### src/rtl/dbl_pkg.sv
package dbl_pkg;
  typedef enum logic {
    REG_CTRL = 1'b0,
    REG_STAT = 1'b1
  } reg_sel_e;
endpackage

### src/rtl/dbl_pend_bit.sv
module dbl_pend_bit #(
  parameter int W = 6
) (
  input  logic         clk,
  input  logic         rst,
  input  logic [W-1:0] set_i,
  input  logic [W-1:0] clr_i,
  output logic [W-1:0] q_o,
  output logic [W-1:0] nxt_o
);
  logic [W-1:0] q;

  // a set toward a bit that is already set is ignored, so a clear wins there
  assign nxt_o = (q & ~clr_i) | (set_i & ~q);

  always_ff @(posedge clk) begin
    if (rst) q <= '0;
    else     q <= nxt_o;
  end

  assign q_o = q;

  for (genvar i = 0; i < W; i++) begin : g_chk

    set_idle_chk: assert property (@(posedge clk) disable iff (rst)
      (set_i[i] && !q_o[i]) |=> q_o[i]);

    clr_wins_chk: assert property (@(posedge clk) disable iff (rst)
      (clr_i[i] && q_o[i]) |=> !q_o[i]);

    hold_chk: assert property (@(posedge clk) disable iff (rst)
      (!set_i[i] && !clr_i[i]) |=> $stable(q_o[i]));
  end
endmodule

### src/rtl/dbl_side.sv
module dbl_side
  import dbl_pkg::*;
#(
  parameter int N  = 4,
  parameter int DW = 16
) (
  input  logic          clk,
  input  logic          rst,
  input  logic          wr_i,
  input  logic          addr_i,
  input  logic [DW-1:0] wdata_i,
  output logic [DW-1:0] rdata_o,
  input  logic [N-1:0]  in_ring_i,
  input  logic          in_nmi_i,
  input  logic          in_rstgo_i,
  input  logic [N-1:0]  peer_pend_i,
  input  logic          peer_nmi_i,
  output logic [N-1:0]  out_ring_o,
  output logic          out_nmi_o,
  output logic          out_rstgo_o,
  output logic [N-1:0]  pend_o,
  output logic          nmi_pend_o,
  output logic          irq_o,
  output logic          nmi_o
);
  localparam int EN_LO    = N;
  localparam int NMI_SEND = 2 * N;
  localparam int RST_EN   = 2 * N + 1;
  localparam int RST_GO   = 2 * N + 2;
  localparam int NMI_PB   = N;
  localparam int NMI_CLR  = N + 1;
  localparam int RST_PB   = N + 2;
  localparam int CW       = N + 2;

  logic          ctrl_wr, stat_wr;
  logic [N-1:0]  en_q, en_nxt, clr_db, wr_req, wr_en;
  logic          rsten_q, rsten_nxt;
  logic [CW-1:0] cell_set, cell_clr, cell_q, cell_nxt;
  logic [DW-1:0] ctrl_view, stat_view;
  logic          irq_q;

  assign ctrl_wr = wr_i && (reg_sel_e'(addr_i) == REG_CTRL);
  assign stat_wr = wr_i && (reg_sel_e'(addr_i) == REG_STAT);

  // doorbell n sits at the top of its group: reversed order
  for (genvar n = 0; n < N; n++) begin : g_map
    assign wr_req[n] = wdata_i[N-1-n];
    assign wr_en[n]  = wdata_i[EN_LO+N-1-n];
    assign clr_db[n] = stat_wr && wdata_i[N-1-n];
    assign ctrl_view[N-1-n]       = peer_pend_i[n];
    assign ctrl_view[EN_LO+N-1-n] = en_q[n];
    assign stat_view[N-1-n]       = cell_q[n];
  end

  assign ctrl_view[NMI_SEND]   = peer_nmi_i;
  assign ctrl_view[RST_EN]     = rsten_q;
  assign ctrl_view[DW-1:RST_GO] = '0;
  assign stat_view[NMI_PB]     = cell_q[N];
  assign stat_view[NMI_CLR]    = 1'b0;
  assign stat_view[RST_PB]     = cell_q[N+1];
  assign stat_view[DW-1:RST_PB+1] = '0;

  assign out_ring_o  = ctrl_wr ? wr_req : '0;
  assign out_nmi_o   = ctrl_wr && wdata_i[NMI_SEND];
  assign out_rstgo_o = ctrl_wr && wdata_i[RST_GO];

  assign en_nxt    = ctrl_wr ? wr_en : en_q;
  assign rsten_nxt = ctrl_wr ? wdata_i[RST_EN] : rsten_q;

  assign cell_set = {in_rstgo_i && rsten_q, in_nmi_i, in_ring_i};
  assign cell_clr = {stat_wr && wdata_i[RST_PB], stat_wr && wdata_i[NMI_CLR], clr_db};

  dbl_pend_bit #(.W(CW)) u_pend (
    .clk   (clk),
    .rst   (rst),
    .set_i (cell_set),
    .clr_i (cell_clr),
    .q_o   (cell_q),
    .nxt_o (cell_nxt)
  );

  always_ff @(posedge clk) begin
    if (rst) begin
      en_q    <= '0;
      rsten_q <= 1'b0;
      irq_q   <= 1'b0;
      rdata_o <= '0;
    end else begin
      en_q    <= en_nxt;
      rsten_q <= rsten_nxt;
      irq_q   <= (|(cell_nxt[N-1:0] & en_nxt)) || cell_nxt[N+1];
      rdata_o <= (reg_sel_e'(addr_i) == REG_STAT) ? stat_view : ctrl_view;
    end
  end

  assign pend_o     = cell_q[N-1:0];
  assign nmi_pend_o = cell_q[N];
  assign nmi_o      = cell_q[N];
  assign irq_o      = irq_q;


  irq_match_chk: assert property (@(posedge clk) disable iff (rst)
    irq_o == ((|(pend_o & en_q)) || cell_q[N+1]));

  notice_gate_chk: assert property (@(posedge clk) disable iff (rst)
    (!rsten_q && !cell_q[N+1]) |=> !cell_q[N+1]);

  nmi_hold_chk: assert property (@(posedge clk) disable iff (rst)
    (nmi_o && !(stat_wr && wdata_i[NMI_CLR])) |=> nmi_o);
endmodule

### src/rtl/dbl_xside.sv
module dbl_xside #(
  parameter int N  = 4,
  parameter int DW = 16
) (
  input  logic          clk,
  input  logic          rst,
  input  logic          a_wr,
  input  logic          a_addr,
  input  logic [DW-1:0] a_wdata,
  output logic [DW-1:0] a_rdata,
  output logic          a_irq,
  output logic          a_nmi,
  input  logic          b_wr,
  input  logic          b_addr,
  input  logic [DW-1:0] b_wdata,
  output logic [DW-1:0] b_rdata,
  output logic          b_irq,
  output logic          b_nmi
);
  logic [N-1:0] a_ring, b_ring, a_pend, b_pend;
  logic         a_nmis, b_nmis, a_go, b_go, a_nmip, b_nmip;

  dbl_side #(.N(N), .DW(DW)) u_a (
    .clk(clk), .rst(rst), .wr_i(a_wr), .addr_i(a_addr), .wdata_i(a_wdata),
    .rdata_o(a_rdata), .in_ring_i(b_ring), .in_nmi_i(b_nmis), .in_rstgo_i(b_go),
    .peer_pend_i(b_pend), .peer_nmi_i(b_nmip), .out_ring_o(a_ring),
    .out_nmi_o(a_nmis), .out_rstgo_o(a_go), .pend_o(a_pend),
    .nmi_pend_o(a_nmip), .irq_o(a_irq), .nmi_o(a_nmi)
  );

  dbl_side #(.N(N), .DW(DW)) u_b (
    .clk(clk), .rst(rst), .wr_i(b_wr), .addr_i(b_addr), .wdata_i(b_wdata),
    .rdata_o(b_rdata), .in_ring_i(a_ring), .in_nmi_i(a_nmis), .in_rstgo_i(a_go),
    .peer_pend_i(a_pend), .peer_nmi_i(a_nmip), .out_ring_o(b_ring),
    .out_nmi_o(b_nmis), .out_rstgo_o(b_go), .pend_o(b_pend),
    .nmi_pend_o(b_nmip), .irq_o(b_irq), .nmi_o(b_nmi)
  );


  req_view_chk: assert property (@(posedge clk) disable iff (rst)
    (!a_wr && a_addr == 1'b0) |=> (a_rdata[N-1:0] == {<<{$past(b_pend)}}));
endmodule

### config.mk
export PLATFORM = sky130hd
export DESIGN_NAME = dbl_xside
export DESIGN_NICKNAME = d
export VERILOG_FILES = /design/src/rtl/dbl_pkg.sv /design/src/rtl/dbl_pend_bit.sv /design/src/rtl/dbl_side.sv /design/src/rtl/dbl_xside.sv
export SDC_FILE = /design/constraint.sdc
export NUM_CORES = 1
export LEC_CHECK = 0
export BUFFER_PORTS_ARGS = -buffer_cell sky130_fd_sc_hd__clkbuf_2
export CORE_UTILIZATION = 46
export CTS_CLUSTER_DIAMETER = 80
export DETAILED_ROUTE_END_ITERATION = 7
export HOLD_SLACK_MARGIN = 0.15
export PLACE_DENSITY = 0.81
export SLEW_MARGIN = 20
export SYNTH_ARGS = -nofsm -noshare
export SYNTH_HDL_FRONTEND = slang
export SYNTH_SLANG_ARGS = --single-unit
### constraint.sdc
create_clock -name clk -period 1.5 [get_ports clk]
set_clock_uncertainty 0.05 [all_clocks]
set_input_delay 0.45 -clock clk [delete_from_list [all_inputs] [get_ports clk]]
set_output_delay 0.45 -clock clk [all_outputs]
set_load 0.01 [all_outputs]
# After elaboration in Yosys (flattened, before gate mapping)
# Cells that the tools add are included.
# classes
bitwise	14
div	0
eq_ne	0
reduce_logical	28
n_mux	6
magnitude_cmp	0
addsub	0
shift	0
n_mul	0
# op_table
cell	count
$and 6x6->6	4
$not 6->6	4
$logic_and 1x1->1	22
$mux 4	4
$mux 7	2
$or 6x6->6	2
$and 4x4->4	2
$reduce_or 4->1	2
$reduce_or 2->1	2
$logic_or 1x1->1	2
$not 1->1	2
# word_totals
latch_bits	0
ramBits	0
romBits	0
mem_count	0
reg_bits	56
inputBits	38

# Depth between registers and ports, before layout
# Gate-level depths: netlist of run 1.
# depth
word_depth	9
mapped_depth	5
ltp_nobuf	4

# Cells and area by module
# Synthesis of run 1 repeated with hierarchy kept, for this count alone.
# unflattened
cells_unflattened	210
hier_area_um2	2001.9
# by_module_without_submodules
module	seq_area_each_um2	area_per_inst_um2	cells_each	instances
dbl_side	320.3	704.4	75	2
dbl_pend_bit	120.1	296.5	30	2

# Least setup slack after synthesis of run 1
# Ideal clock, no wire load.
# synth_path
path_type	in2reg
from	input port a_addr
to	register u_a.irq_q, in the netlist u_a.irq_o
slack_ps	165
arrival_time_ps	1153
setup_ps	132
cell_stages	5
path_buffers	1
path_cell_list	buf_4 > nand2_1 > o22ai_1 > o22a_1 > a31oi_1
# synth_via
elab_chain_len	8
word_cells_on_any_way	15
classes_between	1 x mux; 5 x bitwise; 9 x reduce/logical
# synth_lines
item	line	rtl
start: declaration	dbl_xside.sv:8	input logic a_addr,
$logic_and 1x1->1	dbl_side.sv:43	assign stat_wr = wr_i && (reg_sel_e'(addr_i) == REG_STAT);
$logic_and 1x1->1	dbl_side.sv:49	assign clr_db[n] = stat_wr && wdata_i[N-1-n];
$not 6->6	dbl_pend_bit.sv:14	assign nxt_o = (q & ~clr_i) | (set_i & ~q);
$and 6x6->6	dbl_pend_bit.sv:14	
$or 6x6->6	dbl_pend_bit.sv:14	
$and 4x4->4	dbl_side.sv:91	irq_q <= (|(cell_nxt[N-1:0] & en_nxt)) || cell_nxt[N+1];
$reduce_or 4->1	dbl_side.sv:91	
$logic_or 1x1->1 (*)	dbl_side.sv:91	
end signal: assignment	dbl_side.sv:91	
end: declaration	dbl_side.sv:40	logic irq_q;
# Every way passes the cells marked *; elsewhere a longest branch is shown, timed or not.
# A chain may end at the register's enable or synchronous reset.

# Final worst setup path of run 1
# layout_path
from	register u_b.u_pend.q[4], in the netlist u_b.u_pend.q_o[4]
to	output port b_nmi
# layout_rtl
item	line	rtl
start: declaration	dbl_pend_bit.sv:11	logic [W-1:0] q;
start signal: assignment	dbl_pend_bit.sv:18	else q <= nxt_o;
end: declaration	dbl_xside.sv:18	output logic b_nmi
# No word-level cell between the ends.

==> results of run 1 <==
## per-stage QoR
stage	instance area (µm²)	utilization, %
final	2230	64.2
after global placement	2120	61.1
after floorplan	1770	-
after CTS	2230	64.2
after detailed placement	2120	61.1
after global routing	2230	64.2
## synthesized netlist by cell type, drive strengths merged
| cell type | number | area, µm² |
|---|---|---|
| mux2i | 22 | 220 |
| buf | 18 | 135 |
| a31oi | 2 | 12.5 |
| nor3b | 1 | 7.51 |
| a21oi | 2 | 10.0 |
| nand2 | 14 | 52.6 |
| nand3 | 1 | 5.00 |
| o22ai | 10 | 62.6 |
| clkbuf | 2 | 7.51 |
| and3 | 1 | 7.51 |
| conb | 1 | 3.75 |
| nand2b | 1 | 6.26 |
| nor3 | 1 | 5.00 |
| and3b | 8 | 75.1 |
| o22a | 4 | 35.0 |
| and2 | 8 | 50.1 |
| nor2b | 1 | 13.8 |
| dfxtp | 44 | 881 |
| nor2 | 37 | 139 |
## metal layers
metal | share of wire (%) | vias up | global-route usage (%)
met5 | 0 | - | 0
met4 | 1.3 | 0 | 7.10
met3 | 6.6 | 6 | 5.98
met2 | 47 | 51 | 30.2
met1 | 45 | 662 | 22.0
li1 | - | 715 | -
## worst reg2reg max path, stage by stage, from the launching register on
cell and delay (ps):
dfxtp_1 370, nand2_1 70, o22ai_1 280, o22a_1 200, a31oi_1 80
## sequential cells by signal (all words and copies together), names as in the netlist
signal,count
u_b.en_q,4
u_a.rsten_q,1
u_a.en_q,4
u_b.rdata_o,10
u_b.rsten_q,1
u_b.u_pend.q_o,6
u_a.u_pend.q_o,6
u_b.irq_o,1
u_a.rdata_o,10
u_a.irq_o,1
## cell type report
| cell class | instances | area [µm²] | area share, % |
|---|---|---|---|
| clock buffers | 6 | 72.6 | 3.26 |
| clock inverters | 2 | 35.0 | 1.57 |
| repair buffers | 73 | 433 | 19.4 |
| multi-input cells | 125 | 747 | 33.6 |
| well taps | 46 | 57.6 | 2.59 |
| flip-flops and latches | 44 | 881 | 39.6 |
## worst min-delay path by stage
stage / endpoint / slack [ps] / depth (start not counted) / startpoint
after floorplan: u_b.rdata_o[5] / 380 / 1 / u_b.en_q[2]
after global placement: u_b.rdata_o[7] / 390 / 1 / u_b.en_q[0]
after detailed placement: u_a.rdata_o[7] / 390 / 1 / u_a.en_q[0]
after CTS: u_a.rsten_q / 350 / 3 / a_wdata[9]
after global routing: u_a.rsten_q / 350 / 3 / a_wdata[9]
final: u_a.rsten_q / 350 / 3 / a_wdata[9]
## power breakdown
group / internal [mW] / leakage (nW) / switching, mW
clock: 0.494 / 0.0552 / 0.384
sequential: 1.21 / 0.358 / 0.0252
combinational: 0.143 / 0.689 / 0.149
total: 1.85 / 1.10 / 0.558
## cells in the final DEF (no fill, tap or decap)
master,n
nand2_1,14
clkbuf_2,51
and2_1,8
clkbuf_1,1
a31oi_1,2
conb_1,12
and3b_1,4
mux2i_1,22
clkinv_2,1
nor2b_4,1
and3b_2,4
nand2b_1,1
clkbuf_8,5
o22a_1,4
buf_4,21
dfxtp_1,44
nor2_1,37
nor3b_1,1
and3_2,1
nand3_1,1
a21oi_1,2
nor3_1,1
buf_12,1
bufinv_16,1
o22ai_1,10
## logic make-up (layout without fill, tap and decap cells)
family                 after synthesis  after routing  synth area share [%]
flip-flops                          44             44                  50.9
multiplexers                        22             22                  12.7
AO/OA/AOI/OAI                       18             18                  6.95
buffers and inverters               20             81                  8.25
AND/OR/NAND/NOR                     73             73                  20.9
other                                1             12                 0.217
==> flow_metrics.env, run 1 <==
export IMPL_reg2reg_depth=4
export IMPL_core_area_um2=3470
export IMPL_rsz0062_at_grt="false"
export IMPL_grt_overflow=0
export IMPL_hold_viol_final=0
export IMPL_fp_dieW_um=63.3
export IMPL_clkLatencyLatePin_ps=290
export IMPL_cp_slowest_cell="dfxtp_1"
export IMPL_path_depth=1
export IMPL_ant_nets=0
export IMPL_diodes=0
export IMPL_min_period_ps=1360
export IMPL_dr_first_iter_drc_count=68
export IMPL_crit_path_end_kind="output port"
export IMPL_dp_hpwl_um=2630
export IMPL_grt_util_all_layers_pct=18.3
export IMPL_grt_max_degree=25
export IMPL_ys_seq_elements=44
export IMPL_critical_path_class="register to output port"
export IMPL_avgViaCountPerCell=4.84
export IMPL_crit_end="b_nmi"
export IMPL_first_pass_iters=4
export IMPL_wire_per_inst_um=11.8
export IMPL_rows=21
export IMPL_dp_worst_setup_slack_ps=-164
export IMPL_die_h_um=63.3
export IMPL_fin_cells=296
export IMPL_outcome="finished, final reports clean"
export IMPL_yosysWarningCount=0
export IMPL_cp_required_ps=1000
export IMPL_syn_cell_area_um2=1730
export IMPL_finalNetCount=287
export IMPL_slowest_delay_ps=400
export IMPL_path_cells="clkbuf_2"
export IMPL_clk_pin_slew_worst_paths_ps=80
export IMPL_setup_tns_ps=0
export IMPL_p_leak_nw=1.10
export IMPL_vdd_drop_max_uv=534
export IMPL_r2r_end="u_b.irq_o"
export IMPL_clock_sinks=44
export IMPL_crit_start="u_b.u_pend.q_o[4]"
export IMPL_fp_dieArea_um2=4010
export IMPL_cts_buffer_depth=2
export IMPL_maxCapViolCount=0
export IMPL_arrival_ps=860
export IMPL_postCtsHoldBufs=0
export IMPL_slew_violations=0
export IMPL_hold_path_class="input port to register"
export IMPL_cts_tree="yes"
export IMPL_synth_cell_type_count=22
export IMPL_cts_repair_resized=0
export IMPL_vias=1434
export IMPL_cp_top_family="flip-flops"
export IMPL_finalPower_mw=2.41
export IMPL_drcViolationCount=0
export IMPL_fin_crit_sh_pct=90.4
export IMPL_cts_buffers=5
export IMPL_syn_avg_cell_area_um2=9.71
export IMPL_drt_wl_total_um=3510
export IMPL_grt_pass1_vias=1256
export IMPL_critPathBufInv=1
export IMPL_grt_pass1_wl_um=5550
export IMPL_nFillCells=313
export IMPL_antenna_found_initial=0
export IMPL_fin_hold_ws_ps=350
export IMPL_synth_cells=178
export IMPL_pwr_density_cell_nw_per_um2=1080
export IMPL_drive_above_1_share_pct=34.4
export IMPL_crit_fanout=5
export IMPL_cts_root_buf="clkbuf_8"
export IMPL_synth_seq_area_share_pct=50.9
export IMPL_r2r_start="u_b.u_pend.q_o[1]"
export IMPL_postCtsSetupBuffers=0
export IMPL_cts_htree_levels=2
export IMPL_place_inst=288
export IMPL_ios=74
export IMPL_setup_violations=0
export IMPL_fin_ws_ps=145
export IMPL_max_freq_mhz=738
export IMPL_r2r_setup_slack_ps=330
export IMPL_syn_to_final_growth_pct=28.7
export IMPL_gp_congestion=0.894
export IMPL_port_buffers=51
export IMPL_startpoint_type="register"
export IMPL_initial_core_util_pct=49.9
No activity file was read; power rests on OpenSTA's default activity.
==> run 2, diff against run 1 <==
--- a/config.mk
+++ b/config.mk
@@ -6,12 +6,13 @@
 export NUM_CORES = 1
 export LEC_CHECK = 0
 export BUFFER_PORTS_ARGS = -buffer_cell sky130_fd_sc_hd__clkbuf_2
-export CORE_UTILIZATION = 46
+export CORE_UTILIZATION = 49
 export CTS_CLUSTER_DIAMETER = 80
 export DETAILED_ROUTE_END_ITERATION = 7
 export HOLD_SLACK_MARGIN = 0.15
-export PLACE_DENSITY = 0.81
+export PLACE_DENSITY = 0.82
 export SLEW_MARGIN = 20
 export SYNTH_ARGS = -nofsm -noshare
 export SYNTH_HDL_FRONTEND = slang
+export SYNTH_HIERARCHICAL = 1
 export SYNTH_SLANG_ARGS = --single-unit
==> constraint.sdc (replaced) <==
create_clock -name clk -period 1.5 [get_ports clk]
set_clock_uncertainty 0.05 [all_clocks]
set_input_delay 0.3 -clock clk [delete_from_list [all_inputs] [get_ports clk]]
set_output_delay 0.3 -clock clk [all_outputs]
set_load 0.01 [all_outputs]
==> flow_metrics.env, run 2 <==
export IMPL_outcome="finished, final reports clean"
export IMPL_diodes=0
export IMPL_critPathBufInv=1
export IMPL_drcViolationCount=0
export IMPL_reg_largest_list="u_a/rdata_o x10, u_b/rdata_o x10"
export IMPL_cp_slowest_cell="o41a_1"
export IMPL_initial_core_util_pct=52.9
export IMPL_crit_start="b_addr"
export IMPL_p_sw_share_pct=24.3
export IMPL_fin_util_pct=66.2
export IMPL_r2r_start="u_b/u_pend/q_o[3]"
export IMPL_syn_to_final_growth_pct=25.2
export IMPL_nFillCells=299
export IMPL_grt_pass1_vias=1422
export IMPL_crit_fanout=7
export IMPL_drt_wl_total_um=4090
export IMPL_cts_htree_levels=2
export IMPL_path_cells="clkbuf_2 -> nor2b_4 -> mux2i_1 -> o22ai_1 -> o41a_1"
export IMPL_grt_pass1_wl_um=6420
export IMPL_grt_overflow=0
export IMPL_max_freq_mhz=714
export IMPL_clk_pin_slew_worst_paths_ps=90
export IMPL_cts_root_buf="clkbuf_8"
export IMPL_comb_power_share_pct=13.1
export IMPL_rows=22
export IMPL_fin_hold_ws_ps=176
export IMPL_sequentialPowerShare_pct=49.9
export IMPL_vias=1574
export IMPL_cts_buffers=5
export IMPL_cts_tree="yes"
export IMPL_cp_top_family="compound AO/OA/AOI/OAI gates"
export IMPL_setup_violations=0
export IMPL_fin_crit_sh_pct=93.4
export IMPL_drive_above_1_share_pct=34.8
export IMPL_hold_path_class="input port to register"
export IMPL_arrival_ps=1540
export IMPL_cts_buffer_depth=2
export IMPL_hold_viol_final=0
export IMPL_postCtsHoldBufs=0
export IMPL_first_pass_iters=4
export IMPL_clkLatencyLatePin_ps=300
export IMPL_avgViaCountPerCell=4.86
export IMPL_ant_nets=0
export IMPL_holdCritStartpoint="b_wdata[9]"
export IMPL_most_common_layout_cells="51 x clkbuf_2, 44 x dfxtp_1, 24 x nor2_1"
export IMPL_slew_violations=0
export IMPL_vdd_drop_max_uv=630
export IMPL_wire_per_inst_um=12.6
export IMPL_critical_path_class="input port to register"
export IMPL_cp_required_ps=1640
export IMPL_final_common_cell="clkbuf_2"
export IMPL_p_clk_share_pct=37.0
export IMPL_fp_dieW_um=65.8
export IMPL_grt_max_degree=22
export IMPL_synth_cells=208
export IMPL_antenna_found_initial=0
export IMPL_rsz0062_at_grt="false"
export IMPL_syn_cell_area_um2=1990
export IMPL_syn_avg_cell_area_um2=9.59
export IMPL_slowest_delay_ps=380
export IMPL_ios=74
export IMPL_startpoint_type="input port"
export IMPL_postCtsSetupBuffers=0
export IMPL_grt_util_all_layers_pct=20.2
export IMPL_clock_sinks=44
export IMPL_core_area_um2=3770
export IMPL_gp_congestion=0.773
export IMPL_fp_dieArea_um2=4330
export IMPL_crit_path_end_kind="register"
export IMPL_port_buffers=51
export IMPL_p_int_mw=1.88
export IMPL_min_period_ps=1400
export IMPL_maxCapViolCount=0
export IMPL_dr_first_iter_drc_count=80
export IMPL_dp_hpwl_um=2970
export IMPL_p_leak_nw=1.23
export IMPL_cts_repair_resized=0
export IMPL_netSwitchingPower_uw=603
export IMPL_finalNetCount=313
export IMPL_die_h_um=65.8
export IMPL_pwr_density_cell_nw_per_um2=993
export IMPL_yosysWarningCount=6
## run 2: area by class of cell
cell class,instances,area [µm²],area share [%]
Multi-Input combinational cell,148,1010,40.3
Sequential cell,44,881,35.3
Timing Repair Buffer,70,410,16.4
Clock buffer,5,68.8,2.76
Tap cell,48,60.1,2.41
Clock inverter,3,47.5,1.90
Inverter,6,22.5,0.902
## run 2: worst paths after layout
| check | to | cells past startpoint | slack, ps |
|---|---|---|---|
| worst max-delay path | u_b/irq_o | 5 | 100 |
| worst min-delay path | u_b/rsten_q | 3 | 180 |
| worst max register to register | u_b/irq_o | 4 | 220 |
| worst min register to register | u_a/rdata_o[5] | 1 | 410 |
## run 2: metrics by stage
step,setup slack [ps],setup TNS (ps),std cells,instance area (µm²),power [mW]
floorplan,9.05,0,218,2050,1.47
global placement,-184,-353,316,2380,1.58
detailed placement,-193,-367,316,2380,1.59
CTS,109,0,324,2500,2.50
global route,47.3,0,324,2500,2.60
finish,99.6,0,324,2500,2.48
## run 2: worst reg2reg max path, stage by stage, from the launching register on
cell and delay (ps):
dfxtp_1 390, nand2b_4 150, nand2_1 60, nor2b_1 130
o41a_1 410
## run 2: routing by layer
metal	track usage, %	share of wire [%]
met5	0	0
met4	7.61	2.1
met3	6.38	5.6
met2	33.2	49
met1	24.4	43
## run 2: power by group through the flow
stage | Sequential, mW | Clock [mW] | Combinational [mW]
finish | 1.24 | 0.917 | 0.325
global route | 1.24 | 1.01 | 0.351
CTS | 1.24 | 0.934 | 0.324
detailed placement | 1.27 | 0 | 0.320
global placement | 1.26 | 0 | 0.316
floorplan | 1.27 | 0 | 0.201
==> run 3, diff against run 2 <==
--- a/config.mk
+++ b/config.mk
@@ -5,8 +5,9 @@
 export SDC_FILE = /design/constraint.sdc
 export NUM_CORES = 1
 export LEC_CHECK = 0
+export ABC_AREA = 1
 export BUFFER_PORTS_ARGS = -buffer_cell sky130_fd_sc_hd__clkbuf_2
-export CORE_UTILIZATION = 49
+export CORE_UTILIZATION = 48
 export CTS_CLUSTER_DIAMETER = 80
 export DETAILED_ROUTE_END_ITERATION = 7
 export HOLD_SLACK_MARGIN = 0.15
==> flow_metrics.env, run 3 <==
export IMPL_reg_largest_list="u_a/rdata_o x10, u_b/rdata_o x10"
export IMPL_ios=74
export IMPL_grt_util_all_layers_pct=20.0
export IMPL_fp_dieArea_um2=4240
export IMPL_crit_fanout=6
export IMPL_path_cells="clkbuf_2 -> nand2_1 -> nor2_1 -> nand2_1 -> o21ai_1 -> inv_1 -> nand3_1 -> nand3_1 -> nor2_1 -> nor2_1"
export IMPL_fin_ws_ps=280
export IMPL_finalNetCount=370
export IMPL_die_h_um=65.1
export IMPL_cp_slowest_cell="nand2_1"
export IMPL_cts_tree="yes"
export IMPL_drt_wl_total_um=4000
export IMPL_final_area_um2=2280
export IMPL_slew_violations=0
export IMPL_placed_area_um2=2190
export IMPL_setup_violations=0
export IMPL_arrival_ps=1370
export IMPL_cts_repair_resized=0
export IMPL_syn_avg_cell_area_um2=7.03
export IMPL_vias=1769
export IMPL_synth_cells=272
export IMPL_clock_sinks=44
export IMPL_rows=22
export IMPL_grt_max_degree=14
export IMPL_cp_common_cell="nor2_1"
export IMPL_cts_buffer_depth=2
export IMPL_port_buffers=51
export IMPL_grt_overflow=0
export IMPL_drcViolationCount=0
export IMPL_critical_path_class="input port to register"
export IMPL_clkLatencyLatePin_ps=290
export IMPL_initial_core_util_pct=51.1
export IMPL_postCtsSetupBuffers=0
export IMPL_p_leak_nw=1.26
export IMPL_syn_to_final_growth_pct=19.2
export IMPL_min_period_ps=1220
export IMPL_fin_util_pct=60.9
export IMPL_avgViaCountPerCell=4.64
export IMPL_ant_nets=0
export IMPL_r2r_setup_slack_ps=410
export IMPL_syn_cell_area_um2=1910
export IMPL_core_area_um2=3740
export IMPL_fp_dieW_um=65.1
export IMPL_max_freq_mhz=820
export IMPL_drive_above_1_share_pct=23.1
export IMPL_pwr_density_cell_nw_per_um2=1020
export IMPL_hold_viol_final=0
export IMPL_hold_path_class="input port to register"
export IMPL_gp_congestion=0.876
export IMPL_diodes=0
export IMPL_critPathBufInv=2
export IMPL_dp_hpwl_um=3030
export IMPL_outcome="finished, final reports clean"
export IMPL_crit_path_end_kind="register"
export IMPL_postCtsHoldBufs=0
export IMPL_clk_pin_slew_worst_paths_ps=80
export IMPL_cts_root_buf="clkbuf_8"
export IMPL_dr_first_iter_drc_count=119
export IMPL_final_common_cell="nor2_1"
export IMPL_grt_pass1_wl_um=6420
export IMPL_yosysWarningCount=6
export IMPL_rsz0062_at_grt="false"
export IMPL_cp_required_ps=1650
export IMPL_cp_top_family="simple AND/OR/NAND/NOR gates"
export IMPL_cts_htree_levels=2
export IMPL_most_common_layout_cells="68 x nor2_1, 51 x clkbuf_2, 48 x inv_1"
export IMPL_fin_crit_sh_pct=81.3
export IMPL_wire_per_inst_um=10.5
export IMPL_grt_pass1_vias=1499
export IMPL_maxCapViolCount=0
export IMPL_slowest_delay_ps=190
export IMPL_antenna_found_initial=0
export IMPL_first_pass_iters=4
export IMPL_dp_worst_setup_slack_ps=-3.55
export IMPL_startpoint_type="input port"
export IMPL_cts_buffers=5
export IMPL_vdd_drop_max_uv=514
[run 3: per-stage QoR]
| step | TNS, ps | total power, mW | cells | hold slack [ps] |
|---|---|---|---|---|
| 6_report | 0 | 2.33 | 381 | 246 |
| 5_1_grt | 0 | 2.46 | 381 | 253 |
| 4_1_cts | 0 | 2.35 | 381 | 244 |
| 3_5_place_dp | -3.55 | 1.61 | 373 | 402 |
| 3_3_place_gp | 0 | 1.61 | 373 | 392 |
| 2_1_floorplan | 0 | 1.51 | 282 | 319 |
[run 3: final timing paths]
path                startpoint                end  cells past startpoint
max                       b_wr          u_b/irq_o                     10
min                        rst  u_b/u_pend/q_o[2]                      2
max reg2reg  u_a/u_pend/q_o[0]          u_a/irq_o                      7
min reg2reg        u_a/en_q[1]     u_a/rdata_o[6]                      2
[run 3: worst register-to-register path: stages, from the launching register on]
cell and delay, ps:
dfxtp_1 390, nand2_1 70, o21ai_1 100, inv_1 60, nand3_1 80, nand3_1 100
nor2_1 100, nor2_1 50
[run 3: metal layers]
metal  track usage, %  part of all wire (%)  vias up
met5                0                     0        -
met4             8.15                   1.3        0
met3             3.65                   5.6        5
met2             34.1                    49       59
met1             24.9                    44      798
li1                 -                     -      907
[run 3: report_power, final]
group          internal (mW)  switching (mW)  total, mW
combinational          0.127           0.207      0.335
clock                  0.375           0.369      0.744
sequential              1.23          0.0271       1.26
[run 3: final cells by class]
class                           instances  area (µm²)
Multi-Input combinational cell        170         731
Inverter                               50         188
Fill cell                             375        1460
Clock buffer                            8        90.1
Tap cell                               48        60.1
Timing Repair Buffer                   61         330
Sequential cell                        44         881
